==> config.mk <==
export PLATFORM = sky130hd
export DESIGN_NAME = contrast_pwm
export DESIGN_NICKNAME = d
export VERILOG_FILES = /design/src/rtl/cpwm_pkg.sv /design/src/rtl/cpwm_regs.sv /design/src/rtl/cpwm_prescaler.sv /design/src/rtl/cpwm_core.sv /design/src/rtl/contrast_pwm.sv
export SDC_FILE = /design/constraint.sdc
export NUM_CORES = 1
export LEC_CHECK = 0
export ABC_AREA = 1
export BUFFER_PORTS_ARGS = -buffer_cell sky130_fd_sc_hd__clkbuf_2
export CAP_MARGIN = 25
export CORE_UTILIZATION = 50
export CTS_CLUSTER_DIAMETER = 50
export DETAILED_ROUTE_END_ITERATION = 6
export PLACE_DENSITY = 0.88
export REMOVE_ABC_BUFFERS = 1
export SETUP_SLACK_MARGIN = 0.02
export SLEW_MARGIN = 25
export SYNTH_ARGS = -nofsm -noshare
export SYNTH_HDL_FRONTEND = slang
export SYNTH_SLANG_ARGS = --single-unit
==> constraint.sdc <==
create_clock -name clk -period 1.8 [get_ports clk]
set_clock_uncertainty 0.05 [all_clocks]
set_input_delay 0 -clock clk [delete_from_list [all_inputs] [get_ports clk]]
set_output_delay 0 -clock clk [all_outputs]
set_load 0.01 [all_outputs]
==> src/rtl/cpwm_pkg.sv <==
package cpwm_pkg;
  localparam int DATA_W  = 32;
  localparam int CMP_W   = 8;
  localparam int SEL_W   = 3;
  localparam int CMP_LSB = 8;
  localparam int POL_BIT = 4;
  localparam int SEL_LSB = 0;

  typedef struct packed {
    logic [CMP_W-1:0] cmp;
    logic             pol;
    logic [SEL_W-1:0] sel;
  } cfg_t;

  function automatic logic [DATA_W-1:0] pack_cfg(input cfg_t c);
    logic [DATA_W-1:0] w;
    w = '0;
    w[CMP_LSB +: CMP_W] = c.cmp;
    w[POL_BIT]          = c.pol;
    w[SEL_LSB +: SEL_W] = c.sel;
    return w;
  endfunction
endpackage

==> src/rtl/cpwm_regs.sv <==
module cpwm_regs
  import cpwm_pkg::*;
#(
  parameter int ADDR_W     = 4,
  parameter int CFG_OFFSET = 0
) (
  input  logic              clk,
  input  logic              rst,
  input  logic [ADDR_W-1:0] addr,
  input  logic              we,
  input  logic [DATA_W-1:0] wdata,
  output logic [DATA_W-1:0] rdata,
  output cfg_t              cfg,
  output logic              cfg_wr
);
  localparam logic [ADDR_W-1:0] CFG_ADDR = ADDR_W'(CFG_OFFSET);

  logic hit;
  logic unused_wbits;

  assign hit    = (addr == CFG_ADDR);
  assign cfg_wr = hit && we;
  assign unused_wbits = ^{wdata[DATA_W-1:CMP_LSB+CMP_W],
                          wdata[CMP_LSB-1:POL_BIT+1],
                          wdata[POL_BIT-1:SEL_LSB+SEL_W]};

  always_ff @(posedge clk) begin
    if (rst) begin
      cfg   <= '0;
      rdata <= '0;
    end else begin
      if (cfg_wr) begin
        cfg.cmp <= wdata[CMP_LSB +: CMP_W];
        cfg.pol <= wdata[POL_BIT];
        cfg.sel <= wdata[SEL_LSB +: SEL_W];
      end
      rdata <= hit ? pack_cfg(cfg) : '0;
    end
  end

  // a write lands each field from its own bit positions
  assert_field_capture_R1: assert property (@(posedge clk) disable iff (rst)
    cfg_wr |=> (cfg.cmp == $past(wdata[CMP_LSB +: CMP_W])) &&
               (cfg.pol == $past(wdata[POL_BIT])) &&
               (cfg.sel == $past(wdata[SEL_LSB +: SEL_W])));

  // an access elsewhere leaves the word untouched
  assert_foreign_write_ignored_R11: assert property (@(posedge clk) disable iff (rst)
    (we && !hit) |=> $stable(cfg));
endmodule

==> src/rtl/cpwm_prescaler.sv <==
module cpwm_prescaler
  import cpwm_pkg::*;
#(
  parameter int MAX_LOG2 = 6
) (
  input  logic             clk,
  input  logic             rst,
  input  logic [SEL_W-1:0] sel,
  input  logic             restart,
  output logic             tick
);
  localparam int PH_W = MAX_LOG2;

  logic [SEL_W-1:0] eff;
  logic [PH_W-1:0]  phase;
  logic [PH_W-1:0]  mask;

  assign eff = (int'(sel) > MAX_LOG2) ? SEL_W'(MAX_LOG2) : sel;

  for (genvar gi = 0; gi < PH_W; gi++) begin : g_mask
    assign mask[gi] = (int'(eff) > gi);
  end

  assign tick = ((phase & mask) == mask);

  always_ff @(posedge clk) begin
    if (rst || restart) phase <= '0;
    else                phase <= phase + 1'b1;
  end

  // code 0 steps the counter on every clock
  assert_full_rate_R5: assert property (@(posedge clk) disable iff (rst)
    (sel == '0) |-> tick);

  // after a write the phase starts over, so only divide-by-1 ticks at once
  assert_phase_restart_R10: assert property (@(posedge clk) disable iff (rst)
    restart |=> (tick == (sel == '0)));
endmodule

==> src/rtl/cpwm_core.sv <==
module cpwm_core
  import cpwm_pkg::*;
(
  input  logic             clk,
  input  logic             rst,
  input  logic             tick,
  input  logic [CMP_W-1:0] cfg_cmp,
  input  logic             cfg_pol,
  output logic             pwm_out
);
  localparam logic [CMP_W-1:0] CNT_MAX = '1;

  logic [CMP_W-1:0] cnt;
  logic [CMP_W-1:0] cmp_sh;
  logic             pol_sh;
  logic             below;
  logic             wrap;

  assign wrap  = tick && (cnt == CNT_MAX);
  assign below = (cnt < cmp_sh);

  always_ff @(posedge clk) begin
    if (rst) begin
      cnt     <= '0;
      cmp_sh  <= '0;
      pol_sh  <= 1'b0;
      pwm_out <= 1'b1;
    end else begin
      if (tick) cnt <= cnt + 1'b1;
      if (wrap) begin
        cmp_sh <= cfg_cmp;
        pol_sh <= cfg_pol;
      end
      pwm_out <= pol_sh ? below : ~below;
    end
  end

  // counter moves by one (mod 256) on an enable and holds otherwise
  assert_step_wrap_R7: assert property (@(posedge clk) disable iff (rst)
    tick |=> (cnt == $past(cnt + 1'b1)));
  assert_hold_R7: assert property (@(posedge clk) disable iff (rst)
    !tick |=> $stable(cnt));

  // active settings change only at the wrap
  assert_shadow_hold_R9: assert property (@(posedge clk) disable iff (rst)
    !wrap |=> ($stable(cmp_sh) && $stable(pol_sh)));

  // a zero threshold keeps the pin inactive
  assert_zero_inactive_R8: assert property (@(posedge clk) disable iff (rst)
    (cmp_sh == '0) |=> (pwm_out == !$past(pol_sh)));

  // polarity 1 drives high below the threshold
  assert_active_high_R3: assert property (@(posedge clk) disable iff (rst)
    (pol_sh && (cnt < cmp_sh)) |=> pwm_out);
endmodule

==> src/rtl/contrast_pwm.sv <==
module contrast_pwm
  import cpwm_pkg::*;
#(
  parameter int ADDR_W     = 4,
  parameter int CFG_OFFSET = 0,
  parameter int MAX_LOG2   = 6
) (
  input  logic              clk,
  input  logic              rst,
  input  logic [ADDR_W-1:0] cfg_addr,
  input  logic              cfg_we,
  input  logic [DATA_W-1:0] cfg_wdata,
  output logic [DATA_W-1:0] cfg_rdata,
  output logic              pwm_out
);
  cfg_t cfg;
  logic cfg_wr;
  logic tick;

  cpwm_regs #(
    .ADDR_W    (ADDR_W),
    .CFG_OFFSET(CFG_OFFSET)
  ) u_regs (
    .clk   (clk),
    .rst   (rst),
    .addr  (cfg_addr),
    .we    (cfg_we),
    .wdata (cfg_wdata),
    .rdata (cfg_rdata),
    .cfg   (cfg),
    .cfg_wr(cfg_wr)
  );

  cpwm_prescaler #(
    .MAX_LOG2(MAX_LOG2)
  ) u_presc (
    .clk    (clk),
    .rst    (rst),
    .sel    (cfg.sel),
    .restart(cfg_wr),
    .tick   (tick)
  );

  cpwm_core u_core (
    .clk    (clk),
    .rst    (rst),
    .tick   (tick),
    .cfg_cmp(cfg.cmp),
    .cfg_pol(cfg.pol),
    .pwm_out(pwm_out)
  );
endmodule

==> results of run 1 <==
==> final cells by class <==
type	instances	area (sq um)	area share
Timing Repair Buffer	50	330.3	0.1269
Inverter	42	157.7	0.06055
Clock buffer	7	76.32	0.02931
Clock inverter	1	8.758	0.003364
Tap cell	50	62.56	0.02403
Multi-Input combinational cell	199	1007	0.3868
Sequential cell	48	960.9	0.3691
==> stage by stage <==
| step | power [mW] | std cells | area [sq um] | hold WS, ns |
|---|---|---|---|---|
| after floorplan | 1.251 | 289 | 2126 | 0.01907 |
| after global placement | 1.304 | 376 | 2389 | 0.2237 |
| after detailed placement | 1.312 | 376 | 2389 | 0.2327 |
| after CTS | 1.951 | 397 | 2604 | 0.1579 |
| after global routing | 2.028 | 397 | 2604 | 0.1903 |
| final | 1.936 | 397 | 2604 | 0.1682 |
==> critical path, delay by kind of cell, from the launching register on <==
| kind | cells | cell delay (ns) |
|---|---|---|
| buf+inv | 2 | 0.25 |
| simple gates | 5 | 0.63 |
| flops | 1 | 0.38 |
| fa+ha+maj | 1 | 0.25 |
==> registers in the layout (all words and copies together), names as in the netlist <==
register	count
u_regs.rdata	12
u_core.cnt	8
u_regs.cfg	12
u_core.pol_sh	1
u_presc.phase	6
u_core.pwm_out	1
u_core.cmp_sh	8
==> power breakdown <==
part | internal, mW | total (mW) | switching, mW
Combinational | 0.0852 | 0.205 | 0.120
Sequential | 1.09 | 1.11 | 0.0211
Clock | 0.278 | 0.623 | 0.345
Total | 1.45 | 1.94 | 0.486
==> final timing paths <==
kind,start,to
setup / recovery,u_core.cnt[0],u_core.cmp_sh[7]
hold / removal,cfg_we,u_regs.cfg[7]
setup reg to reg,u_core.cnt[0],u_core.cmp_sh[7]
hold reg to reg,u_regs.cfg[3],u_regs.rdata[4]
==> kinds of logic (layout without fill, tap and decap cells) <==
group | Yosys count | count (layout) | share of synthesized area
AO/OA/AOI/OAI | 43 | 43 | 0.09821
XOR/XNOR | 5 | 5 | 0.01953
adder cells (fa/ha/maj) | 9 | 9 | 0.05022
buffers and inverters | 69 | 100 | 0.1540
flip-flops | 48 | 48 | 0.4286
other | 1 | 20 | 0.001673
AND/OR/NAND/NOR | 122 | 122 | 0.2478
==> layer usage <==
| layer | wire length (microns) | share of wire | global-route usage |
|---|---|---|---|
| met1 | 1839 | 0.43 | 0.2223 |
| met4 | 87 | 0.020 | 0.1046 |
| met2 | 2191 | 0.51 | 0.3968 |
| met3 | 189 | 0.044 | 0.04770 |
| met5 | 0 | 0 | 0 |
==> timing repair <==
item	CTS	global route
hold buffers	13	0
gates resized for setup	0	0
hold endpoints to repair	18	0
==> Yosys cell counts <==
master / number
or2_2: 1
inv_2: 2
clkinv_1: 1
nor3_4: 1
clkbuf_1: 5
o21ai_0: 14
conb_1: 1
o21ai_1: 2
nor2_1: 35
nand3_2: 1
o21a_1: 2
xor2_1: 2
buf_6: 1
nand3_1: 13
nand2_1: 54
dfxtp_1: 48
nand4_1: 9
nor3_1: 1
ha_1: 9
nand3b_1: 2
nor2_4: 1
buf_4: 21
nand3_4: 1
xnor2_1: 3
nand2_2: 3
a21oi_1: 25
inv_1: 39
==> results.md, run 1 <==
* Largest net degree at the start of global routing at 26
* Number of buffers inserted by post-CTS setup repair at 0
* Placer's final routability congestion estimate at 0.8137
* Max Slew Vio Count at 0
* DIE AREA at 4756 sq um
* Highest-count cells in the layout ignoring fill and taps: nand2_1 (54), dfxtp_1 (48), inv_1 (39), nor2_1 (35), clkbuf_2 (31)
* Cell area after technology mapping at 2242 sq um
* Status: complete, no violations
* HP Class: in2reg
* Clk buf depth at 2
* Layout overhead on the synthesized area at 16.13%
* Quantity of I/O buffers inserted on ports at 31
* Part of the cycle the worst path needs at 0.9010
* Slew Limit Headroom at 0.6539
* All-Layer GR Usage at 0.2133
* Count of state elements after synthesis at 48
* Path type of the worst setup path: reg2reg
* Final setup viols at 0
* Synthesized area per cell at 7.549 sq um
* Type of element launching the critical path: flip-flop
* Initial antenna violation count at 0
* Root cell of the clock tree: clkbuf_8
* Top achievable clock speed at 616.6 MHz
* Slowest cell delay on critical path at 0.38 ns
* Cells after synthesis at 297
* Skew-Pair Late Insertion Delay at 0.30 ns
* Count of pins on the block boundary at 72
* RSZ-0062 raised after global routing: no
* Starting density of the core at 0.5411
* Number of vias per cell at 4.927
* Post-placement worst setup slack at 0.2187 ns
* Most area-hungry cell type in the Yosys netlist: dfxtp_1
* Total iterations of the first detailed-routing run at 4
* P_leak at 1.176 nW
* Via count at 1956
* First-pass GRT wire length at 7.479 mm
* FF-to-FF setup slack at 0.18 ns
* Grt total ovfl at 0
* Count of unique library cells instantiated by Yosys at 27
* Finished Core Util at 0.6283
* Number of buffers created by CTS at 5
* Die Wd at 68.97 microns
* Clock tree from TritonCTS: yes
* Area of the core at 4144 sq um
* Most common library cell in the layout ignoring fill and taps: nand2_1
* 1st-iter DRT viols at 118
* Final Critical Period at 1.622 ns
* Antenna Violating Nets Remaining at 0
* Yosys Warn Count at 0
* Maximum level of the CTS H-tree at 2
* Number of filler cells placed in the layout at 369
* Number of antenna cells inserted at 0
* Die Span Y at 68.97 microns
* Count of maximum capacitance violations at 0
* Slack of the critical path at 0.1782 ns
* Cells along the critical path: ha_1 > nand2_2 > nor3_4 > buf_4 > nand3_4 > nand2_1 > inv_1 > nor2_1
* Maximum fanout along the worst path at 10
* Total negative setup slack at 0 ns
* Share of Yosys cell area claimed by the top area cell type at 0.4286
* HPWL reported at the end of detailed placement at 2.994 mm
* Endpoint kind of the worst setup timing path: flip-flop
* Worst path arrival time at 1.82 ns
* Worst hold path depth at 4
* Final-report hold violation count at 0
* TritonCTS sink count at 48
* Final layout net count at 394
* Worst-margin pin slew at 0.5177 ns
* Worst vdd rail ir drop at 0.5299 mV
* Fraction of layout cells with a size suffix above 1 at 0.1527
* Post-CTS clock slew at the launch and capture registers of the worst setup and hold paths at 0.08 ns
* Endpoint required time on the critical path at 2.00 ns
* Routed length per instance at 10.85 microns
* Power density relative to cell area at 743.4 nW/um^2
* Cell types occupying the most area after synthesis: dfxtp_1 (43%), nand2_1 (9.0%), buf_4 (7.0%), inv_1 (6.5%), nor2_1 (5.9%)
* Vias in the first global route at 1856
* Seq/Total Area, Yosys at 0.4286
* Core Rows at 23
* Residual DRC count at 0
* Reg2reg path depth at 8
* Library cell contributing the largest single delay on the critical path: dfxtp_1
* Final wirelength at 4.308 mm
(Power assumes the default switching activity.)
==> run 2: changes to the inputs <==
CORE_MARGIN = 10   (was default)
clock period = 1.6 ns   (was 1.8 ns; I/O delays follow)
==> run 2 against run 1 <==
  * Sequential power rose by 12%
  * Highest routed layer unchanged
  * Clock power rose by 45%
  * Global-route usage fell by 7.4 points
==> results.md, run 2 (synthesis results as in run 1) <==
* Final-report hold violation count at 0 (unchanged)
* Number of vias per cell at 4.956 (+0.59%)
* Quantity of I/O buffers inserted on ports at 31 (unchanged)
* HP Class: in2reg
* FF-to-FF setup slack at 0.10 ns (-0.08 ns)
* Library cell contributing the largest single delay on the critical path: dfxtp_1
* Worst path arrival time at 1.66 ns (-0.16 ns)
* Most common library cell in the layout ignoring fill and taps: nand2_1
* All-Layer GR Usage at 0.1392 (-0.07401)
* RSZ-0062 raised after global routing: yes
* Number of buffers created by CTS at 5 (unchanged)
* Final layout net count at 403 (+2.3%)
* Reg2reg path depth at 7 (-1)
* Count of pins on the block boundary at 72 (unchanged)
* Antenna Violating Nets Remaining at 0 (unchanged)
* Starting density of the core at 0.5149 (-0.02612)
* Most prevalent standard cell on the critical path: nand2_1
* Fraction of layout cells with a size suffix above 1 at 0.1854 (+0.03266)
* Worst vdd rail ir drop at 0.6522 mV (+23%)
* TritonCTS sink count at 48 (unchanged)
* Maximum fanout along the worst path at 8 (-2)
* Part of the cycle the worst path needs at 0.9361 (+0.03506)
* Area of the core at 4354 sq um (+5.1%)
* Final setup viols at 0 (unchanged)
* Core Rows at 24 (+4.3%)
* Summed area of non-filler cells in the final layout at 2728 sq um (+4.8%)
* Final wirelength at 5.238 mm (+22%)
* Top achievable clock speed at 667.7 MHz (+8.3%)
* Routed length per instance at 12.81 microns (+18%)
* 1st-iter DRT viols at 91 (-23%)
* Type of element launching the critical path: flip-flop
* Part of the total power dissipated in the clock network at 0.376 (+0.054)
* Power spent charging and discharging nets at 0.6024 mW (+24%)
* Crit path capture: u_core.cmp_sh[4]
* Clock tree from TritonCTS: yes
* Cells along the critical path: nand2_1 > nand3b_1 > nand2_4 > buf_4 > nand4_1 > nand2_1 > nor2_1
* DIE AREA at 7563 sq um (+59%)
* CP top delay family: simple AND/OR/NAND/NOR gates
* Via count at 2027 (+3.6%)
* Power density relative to cell area at 882.9 nW/um^2 (+19%)
* Max Slew Vio Count at 0 (unchanged)
* Switching part of the total at 0.2501 (-0.0009803)
* Residual DRC count at 0 (unchanged)
* Largest net degree at the start of global routing at 17 (-35%)
* First-pass GRT wire length at 8.673 mm (+16%)
* P_leak at 1.235 nW (+5.1%)
* Number of stages on the worst setup path at 7 (-1)
* Status: complete, no violations
* Vias in the first global route at 2026 (+9.2%)
* Endpoint required time on the critical path at 1.77 ns (-0.23 ns)
* Die Span Y at 86.97 microns (+26%)
* Terminus of the critical flop-to-flop path: u_core.cmp_sh[4]
* Number of filler cells placed in the layout at 364 (-1.4%)
* Post-CTS clock slew at the launch and capture registers of the worst setup and hold paths at 0.10 ns (+0.02 ns)
* Placer's final routability congestion estimate at 0.7720 (-5.1%)
* Root cell of the clock tree: clkbuf_8
* Grt total ovfl at 0 (unchanged)
* CP bufs+invs at 1 (-1)
* Initial antenna violation count at 1 (+1)
* Clk buf depth at 2 (unchanged)
* HPWL reported at the end of detailed placement at 3.540 mm (+18%)
* Beginning of the worst hold path: cfg_addr[0]
* Internal power component at 1.806 mW (+25%)
* Share of power burned in registers at 0.515 (-0.057)
* Die Wd at 86.97 microns (+26%)
* Slowest cell delay on critical path at 0.43 ns (+0.05 ns)
* Maximum level of the CTS H-tree at 2 (unchanged)
* Standard cell area after detailed placement at 2456 sq um (+2.8%)
* Layout overhead on the synthesized area at 21.65%
* Registers with the highest flip-flop counts: u_regs.cfg x12, u_regs.rdata x12
* Post-placement worst setup slack at 0.06461 ns (-0.1540 ns)
* Endpoint kind of the worst setup timing path: flip-flop
* Skew-Pair Late Insertion Delay at 0.31 ns (about the same)
* Total iterations of the first detailed-routing run at 4 (unchanged)
* Count of maximum capacitance violations at 0 (unchanged)
* Relative contribution of combinational cells to total power at 0.109 (+0.003)
* Startpoint of the worst register-to-register path: u_presc.phase[2]
* Final Critical Period at 1.498 ns (-0.1241 ns)
* Highest-count cells in the layout ignoring fill and taps: nand2_1 (54), dfxtp_1 (47), inv_1 (39), nor2_1 (35), clkbuf_2 (31)
* Path type of the worst setup path: reg2reg
* Critical path origin: u_presc.phase[2]
* Slack of the critical path at 0.1023 ns (-0.07589 ns)
-- run 2: cell count changes in the layout (fill, tap and decap cells not counted), sizes merged --
cell / previous run / this run
buf: 6 / 15
clkbuf: 38 / 36
inv: 41 / 42
diode: 0 / 1
bufinv: 0 / 1
clkinvlp: 0 / 1
clkinv: 2 / 1
-- run 2: cell type report --
type                       instances  area (sq um)  share of cell area
multi-input combinational        199          1015              0.3720
sequential                        48         962.2              0.3528
timing repair buffer              59         410.4              0.1505
inverter                          42         157.7             0.05780
clock buffer                       5         68.82             0.02523
tap                               52         65.06             0.02385
clock inverter                     3         46.29             0.01697
antenna                            1         2.502           0.0009174
-- run 2: power by group through the flow --
stage                     combinational [mW]  clock, mW  sequential, mW
after detailed placement               0.227          0            1.27
final                                  0.263      0.906            1.24
after global routing                   0.296      0.958            1.24
after CTS                              0.258      0.913            1.24
after floorplan                        0.136          0            1.27
after global placement                 0.218          0            1.26
-- run 2: worst min-delay path by stage --
stage                             to  cells after the start
global route        u_regs.rdata[14]                      5
finish              u_regs.rdata[13]                      5
global placement       u_core.cnt[7]                      2
floorplan              u_core.cnt[2]                      1
CTS                 u_regs.rdata[14]                      5
detailed placement     u_core.cnt[5]                      2
-- run 2: through the flow --
stage,hold WS (ns),cells,util,setup TNS [ns],power [mW]
floorplan,0.01907,289,-,0,1.408
global placement,0.2227,385,0.5641,0,1.483
detailed placement,0.2272,385,0.5641,0,1.493
CTS,0.08064,406,0.6204,0,2.410
global route,0.1231,409,0.6264,-0.01042,2.495
finish,0.1000,409,0.6264,0,2.408
-- run 2: repair_timing --
item / CTS / global route
hold buffers: 13 / 0
gates resized for setup: 0 / 3
endpoints found under the hold margin: 18 / 0
setup buffers: 0 / 2
setup endpoints to repair: 0 / 11
-- run 2: worst reg2reg max path, delay by kind of cell, from the launching register on --
family	cells	cell delay (ns)
buffers and inverters	1	0.16
AND/OR/NAND/NOR	6	0.78
flip-flops	1	0.43
-- run 2: routing by layer --
metal | global-route usage | part of all wire
met2 | 0.2438 | 0.50
met5 | 0 | 0
met4 | 0.08100 | 0.031
met1 | 0.1437 | 0.39
met3 | 0.04026 | 0.079
